<file path="src/rtl/weightEccPkg.sv">
package weightEccPkg;

  typedef struct packed {
    logic encLoad;
    logic decLoad;
  } eccStrobeT;

  // Codeword position (1-based Hamming numbering) of information bit k:
  // the k-th position that is not a power of two.
  function automatic int infoPos(input int k);
    int cnt;
    int res;
    cnt = 0;
    res = 0;
    for (int p = 1; p < 1024; p++) begin
      if ((p & (p - 1)) != 0) begin
        if (cnt == k) res = p;
        cnt++;
      end
    end
    return res;
  endfunction

endpackage

</file>
<file path="src/rtl/hammingParity.sv">
module hammingParity #(
  parameter int LANES  = 8,
  parameter int LANE_W = 8
) (
  input  logic [(LANES-1)*(LANE_W-1)+LANE_W-1:0] info,
  output logic [LANES-3:0]                       par
);
  import weightEccPkg::*;

  localparam int INFO_W = (LANES-1)*(LANE_W-1) + LANE_W;
  localparam int PB     = LANES - 2;

  function automatic logic [INFO_W-1:0] colMask(input int j);
    logic [INFO_W-1:0] m;
    for (int k = 0; k < INFO_W; k++) m[k] = ((infoPos(k) >> j) & 1) == 1;
    return m;
  endfunction

  for (genvar j = 0; j < PB; j++) begin : gPar
    localparam logic [INFO_W-1:0] MASK = colMask(j);
    assign par[j] = ^(info & MASK);
  end

endmodule

</file>
<file path="src/rtl/eccControl.sv">
module eccControl (
  input  logic                   clk,
  input  logic                   rstN,
  input  logic                   encValidIn,
  input  logic                   decValidIn,
  output weightEccPkg::eccStrobeT strb,
  output logic                   encValidOut,
  output logic                   decValidOut
);

  always_comb begin
    strb.encLoad = encValidIn;
    strb.decLoad = decValidIn;
  end

  always_ff @(posedge clk) begin
    if (!rstN) begin
      encValidOut <= 1'b0;
      decValidOut <= 1'b0;
    end else begin
      encValidOut <= encValidIn;
      decValidOut <= decValidIn;
    end
  end

endmodule

</file>
<file path="src/rtl/eccDatapath.sv">
module eccDatapath #(
  parameter int LANES  = 8,
  parameter int LANE_W = 8
) (
  input  logic                    clk,
  input  logic                    rstN,
  input  weightEccPkg::eccStrobeT strb,
  input  logic [LANES*LANE_W-1:0] encWeights,
  input  logic [LANES*LANE_W-1:0] decWord,
  output logic [LANES*LANE_W-1:0] encWord,
  output logic                    encRange,
  output logic [LANES*LANE_W-1:0] decWeights,
  output logic                    decCorr,
  output logic                    decUnc
);
  import weightEccPkg::*;

  localparam int RW     = LANE_W - 1;                 // kept bits in a narrow lane
  localparam int WORD_W = LANES * LANE_W;
  localparam int NARROW = LANES - 1;                  // lanes giving up a bit
  localparam int PB     = NARROW - 1;                 // Hamming bits
  localparam int INFO_W = NARROW * RW + LANE_W;
  localparam int TOP    = NARROW * LANE_W;            // lsb of the full lane

  function automatic logic [INFO_W-1:0] getInfo(input logic [WORD_W-1:0] v);
    logic [INFO_W-1:0] r;
    for (int i = 0; i < NARROW; i++) r[i*RW +: RW] = v[i*LANE_W +: RW];
    r[NARROW*RW +: LANE_W] = v[TOP +: LANE_W];
    return r;
  endfunction

  // ---------------- encode ----------------
  logic [INFO_W-1:0] encInfo;
  logic [PB-1:0]     encPar;
  logic              encOverall;
  logic [WORD_W-1:0] encWordNext;
  logic              encRangeNext;

  assign encInfo = getInfo(encWeights);

  hammingParity #(.LANES(LANES), .LANE_W(LANE_W)) encParity_i (
    .info (encInfo),
    .par  (encPar)
  );

  assign encOverall = ^{encInfo, encPar};

  always_comb begin
    logic [NARROW-1:0] chk;
    chk = {encOverall, encPar};
    encRangeNext = 1'b0;
    for (int i = 0; i < NARROW; i++) begin
      encWordNext[i*LANE_W +: LANE_W] = {chk[i], encWeights[i*LANE_W +: RW]};
      encRangeNext = encRangeNext | (encWeights[i*LANE_W+RW] ^ encWeights[i*LANE_W+RW-1]);
    end
    encWordNext[TOP +: LANE_W] = encWeights[TOP +: LANE_W];
  end

  // ---------------- decode ----------------
  logic [INFO_W-1:0] decInfo;
  logic [PB-1:0]     decPar;
  logic [PB-1:0]     storedPar;
  logic [PB-1:0]     syndrome;
  logic              oddParity;
  logic [INFO_W-1:0] flipMask;
  logic [INFO_W-1:0] fixedInfo;
  logic [WORD_W-1:0] decWeightsNext;
  logic              decCorrNext;
  logic              decUncNext;

  assign decInfo = getInfo(decWord);

  hammingParity #(.LANES(LANES), .LANE_W(LANE_W)) decParity_i (
    .info (decInfo),
    .par  (decPar)
  );

  for (genvar j = 0; j < PB; j++) begin : gStored
    assign storedPar[j] = decWord[j*LANE_W + RW];
  end

  assign syndrome  = decPar ^ storedPar;
  assign oddParity = ^decWord;

  // A data bit is flipped only when the syndrome names its position and
  // the overall parity marks an odd number of errors.
  for (genvar k = 0; k < INFO_W; k++) begin : gFlip
    localparam logic [PB-1:0] POS = PB'(infoPos(k));
    assign flipMask[k] = oddParity && (syndrome == POS);
  end

  assign fixedInfo   = decInfo ^ flipMask;
  assign decCorrNext = oddParity;
  assign decUncNext  = !oddParity && (syndrome != '0);

  always_comb begin
    for (int i = 0; i < NARROW; i++)
      decWeightsNext[i*LANE_W +: LANE_W] = {fixedInfo[i*RW+RW-1], fixedInfo[i*RW +: RW]};
    decWeightsNext[TOP +: LANE_W] = fixedInfo[NARROW*RW +: LANE_W];
  end

  // ---------------- output registers ----------------
  always_ff @(posedge clk) begin
    if (!rstN) begin
      encWord  <= '0;
      encRange <= 1'b0;
    end else if (strb.encLoad) begin
      encWord  <= encWordNext;
      encRange <= encRangeNext;
    end
  end

  always_ff @(posedge clk) begin
    if (!rstN) begin
      decWeights <= '0;
      decCorr    <= 1'b0;
      decUnc     <= 1'b0;
    end else if (strb.decLoad) begin
      decWeights <= decWeightsNext;
      decCorr    <= decCorrNext;
      decUnc     <= decUncNext;
    end
  end

endmodule

</file>
<file path="src/rtl/weightGroupEcc.sv">
module weightGroupEcc #(
  parameter int LANES  = 8,
  parameter int LANE_W = 8
) (
  input  logic                    clk,
  input  logic                    rstN,
  input  logic                    encValidIn,
  input  logic [LANES*LANE_W-1:0] encWeightsIn,
  output logic                    encValidOut,
  output logic [LANES*LANE_W-1:0] encWordOut,
  output logic                    encRangeErr,
  input  logic                    decValidIn,
  input  logic [LANES*LANE_W-1:0] decWordIn,
  output logic                    decValidOut,
  output logic [LANES*LANE_W-1:0] decWeightsOut,
  output logic                    decCorrected,
  output logic                    decUncorrectable
);
  import weightEccPkg::*;

  eccStrobeT strb;

  eccControl control_i (
    .clk         (clk),
    .rstN        (rstN),
    .encValidIn  (encValidIn),
    .decValidIn  (decValidIn),
    .strb        (strb),
    .encValidOut (encValidOut),
    .decValidOut (decValidOut)
  );

  eccDatapath #(.LANES(LANES), .LANE_W(LANE_W)) datapath_i (
    .clk        (clk),
    .rstN       (rstN),
    .strb       (strb),
    .encWeights (encWeightsIn),
    .decWord    (decWordIn),
    .encWord    (encWordOut),
    .encRange   (encRangeErr),
    .decWeights (decWeightsOut),
    .decCorr    (decCorrected),
    .decUnc     (decUncorrectable)
  );

endmodule

</file>
<file path="config.mk">
export PLATFORM = sky130hd
export DESIGN_NAME = weightGroupEcc
export DESIGN_NICKNAME = d
export VERILOG_FILES = /design/src/rtl/weightEccPkg.sv /design/src/rtl/hammingParity.sv /design/src/rtl/eccControl.sv /design/src/rtl/eccDatapath.sv /design/src/rtl/weightGroupEcc.sv
export SDC_FILE = /design/constraint.sdc
export NUM_CORES = 1
export LEC_CHECK = 0
export ABC_CLOCK_PERIOD_IN_PS = 4000
export BUFFER_PORTS_ARGS = -buffer_cell sky130_fd_sc_hd__buf_4
export CAP_MARGIN = 0
export CORE_ASPECT_RATIO = 0.6
export CORE_MARGIN = 3
export CORE_UTILIZATION = 45
export CTS_CLUSTER_DIAMETER = 60
export DETAILED_ROUTE_END_ITERATION = 10
export PLACE_DENSITY = 0.71
export SYNTH_ARGS = -nofsm -noshare
export SYNTH_HDL_FRONTEND = slang
export SYNTH_HIERARCHICAL = 1
export SYNTH_SLANG_ARGS = --single-unit
</file>
<file path="constraint.sdc">
create_clock -name clk -period 4 [get_ports clk]
set_input_delay 0.2 -clock clk [delete_from_list [all_inputs] [get_ports clk]]
set_output_delay 0.2 -clock clk [all_outputs]
set_load 0.05 [all_outputs]
</file>
==> impl_metrics.tcl <==
set metrics [dict create \
    avgSynthCellArea_um2 9.28 \
    dr.pass1.iters 5 \
    worst_pin_slew_ns 1.12 \
    yosys-top-cells-count "xnor2_1 (313), dfxtp_1 (126), mux2i_1 (64), nor2b_1 (64), nor2_1 (61)" \
    start_util_pct 46.2 \
    cts.hold.buffers_added 0 \
    drv_cap 0 \
    tns_ns 0 \
    die_height_um 115 \
    core_area_mm2 0.0191 \
    reg2reg_depth 2 \
    remaining_drc_errors 0 \
    final_layout_size_suffix_gt1_share_pct 26.4 \
    synthArstFlopShare_pct 0 \
    area_growth_pct 31.5 \
    cts_tree "done" \
    rsz0062_at_grt "no" \
    grt_pass1_vias 7120 \
    syn_inst 952 \
    io_buffers 264 \
    crit_path_max_incr_delay_ns 0.48 \
    cp_common_cell "xnor2_1" \
    grt_use_total_pct 28.6 \
    avgRoutedWirePerCell_um 21.2 \
    dieArea_mm2 0.0214 \
    end_kind "flip-flop" \
    drt_first_iter_violations 810 \
    cts-resized-gates 0 \
    finalHoldViolCount 0 \
    hold_depth 3 \
    p_comb_share_pct 64.3 \
    cts_sinks 126 \
    synth_top_area_share_pct 31.0 \
    wl_mm 31.2 \
    yosys.area.top_type "xnor2_1" \
    internal_power_w 0.00451 \
    ys.flop_type "dfxtp_1" \
    insertedDiodeCount 0 \
    worstSetupPathType "in2reg" \
    synth_warnings 6 \
    outcome "completed" \
    synthTopCellsByArea "xnor2_1 (31%), dfxtp_1 (29%), mux2i_1 (7.2%)" \
    synth_edf_count 0 \
    grt-ovfl-total 0 \
    fp-row-count 39 \
    insertion_delay_ns 0.43 \
    fillers 1719 \
    clockPowerShare_pct 19.2 \
    stdcell_area_mm2 0.0116 \
    switchingPower_w 0.00440 \
    max-vdd-ir-drop_uv 961 \
    cp.required_ns 4.27 \
    synth_cell_types 25 \
    period_minus_slack_ns 3.17 \
    grt_max_degree 127 \
    power_w 0.00890 \
    path_cells "buf_4 -> xnor2_2 -> xnor3_1 -> xnor2_1 -> xnor2_1 -> xnor2_1 -> xor2_1 -> nand2_1 -> nor2_1 -> buf_4 -> nand2_1 -> nor2_1 -> xnor2_1 -> a21oi_1" \
    numCtsBuffers 17 \
    syn_nets 1084 \
    fp.dieW_um 187 \
    setup_violations 0 \
    p_leak_nw 4.83 \
    root_buffer "clkbuf_16" \
    worst-path-max-fanout 8 \
    cp_slowest_cell "nor2_1" \
    cts_setup_buffers 0 \
    place_area_mm2 0.0110 \
    via_per_inst 5.13 \
    htree_levels 4 \
    dp_hpwl_mm 24.3 \
    arrival_ns 3.44 \
    synth_seq_cells 126 \
    skew_ns 0 \
    cp-start-kind "primary input" \
    clk_path_buf_depth 2 \
    grt_pass1_wl_mm 45.4 \
    fmax_mhz 315 \
    fin_crit_sh_pct 79.3 \
    clk_pin_slew_ns 0.06 \
    seqPwrFrac_pct 16.5 \
    fin_cells 1469 \
    ant_nets 0 \
    yosysSeqAreaShare_pct 28.5 \
    place.gp.congestion 1.00 \
    powerDensity_mw_per_mm2 766 \
    place_inst 1437 \
    hold_path_class "in2reg" \
    slew-limit-headroom_pct 25.5 \
    layout.nets 1322 \
    num_vias 7535 \
    ios 265 \
    maxSlewViolCount 0 \
    synthesis.area_mm2 0.00884 \
    synth.most_common_cell "xnor2_1" \
    holdWs_ns 0.0654 \
    antenna_found_initial 0 \
    swShare_pct 49.4 \
]
[metal layers]
layer / vias up / share of wire (%) / track usage, %
met3: 24 / 11 / 9.85
met5: - / 0 / 0
met4: 0 / 0.90 / 5.84
met2: 373 / 36 / 33.8
met1: 3576 / 52 / 47.0
li1: 3562 / - / -
[metrics by stage]
stage	util (%)	setup WS (ns)
6_report	60.8	0.828
2_1_floorplan	-	1.32
4_1_cts	60.8	0.992
3_5_place_dp	57.4	0.536
5_1_grt	60.8	0.743
3_3_place_gp	57.4	0.508
[worst paths after layout]
kind	start	endpoint	slack, ns
worst max-delay path	decWordIn[34]	datapath_i/decWeights[19]	0.83
worst max register to register	datapath_i/decWeights[8]	datapath_i/decWeights[8]	3.27
worst min register to register	datapath_i/decUnc	datapath_i/decUnc	0.48
worst min-delay path	encWeightsIn[16]	datapath_i/encWord[16]	0.07
[placed cells by master, fill, tap and decap left out, drive strengths merged, types with 16 or more instances in the layout]
master / instances
xnor2: 323
buf: 272
nor2: 61
o21ai: 57
xnor3: 26
nand2: 51
a21oi: 57
clkbuf: 20
xor2: 44
mux2i: 64
dfxtp: 126
nor4: 16
nor2b: 64
[sequential cells by signal, indices dropped and copies added, names as in the netlist]
name                   count
datapath_i/decCorr         1
control_i/decValidOut      1
datapath_i/decWeights     57
control_i/encValidOut      1
datapath_i/encRange        1
datapath_i/decUnc          1
datapath_i/encWord        64
[critical path: cells and delay by family]
family / cells / cell delay (ns)
AOI/OAI and AO/OA: 1 / 0.09
and+or+nand+nor: 4 / 0.89
xor gates and xnor gates: 7 / 1.91
buffers and inverters: 2 / 0.35
[power groups by stage]
stage	clock network [W]	registers [W]	logic (W)
after floorplan	0	0.00191	0.00358
after global placement	0	0.00149	0.00556
after detailed placement	0	0.00149	0.00558
after CTS	0.00174	0.00146	0.00562
after global routing	0.00180	0.00148	0.00606
final	0.00171	0.00147	0.00573
[cell type report]
| type | count | area, µm² | area share, % |
|---|---|---|---|
| repair buffers | 272 | 2040 | 17.6 |
| inverters | 1 | 3.75 | 0.0323 |
| well taps | 266 | 333 | 2.86 |
| multi-input cells | 772 | 6080 | 52.3 |
| clock buffers | 20 | 457 | 3.93 |
| clock inverters | 12 | 184 | 1.58 |
| flip-flops and latches | 126 | 2520 | 21.7 |
[kinds of logic after synthesis]
| family | share of synthesized area, % |
|---|---|
| xor gates and xnor gates | 43.9 |
| and+or+nand+nor | 10.8 |
| DFF | 28.5 |
| AOI/OAI and AO/OA | 6.78 |
| muxes | 7.25 |
| buffers and inverters | 2.72 |
Note: power is estimated with default switching activity, not from simulation.
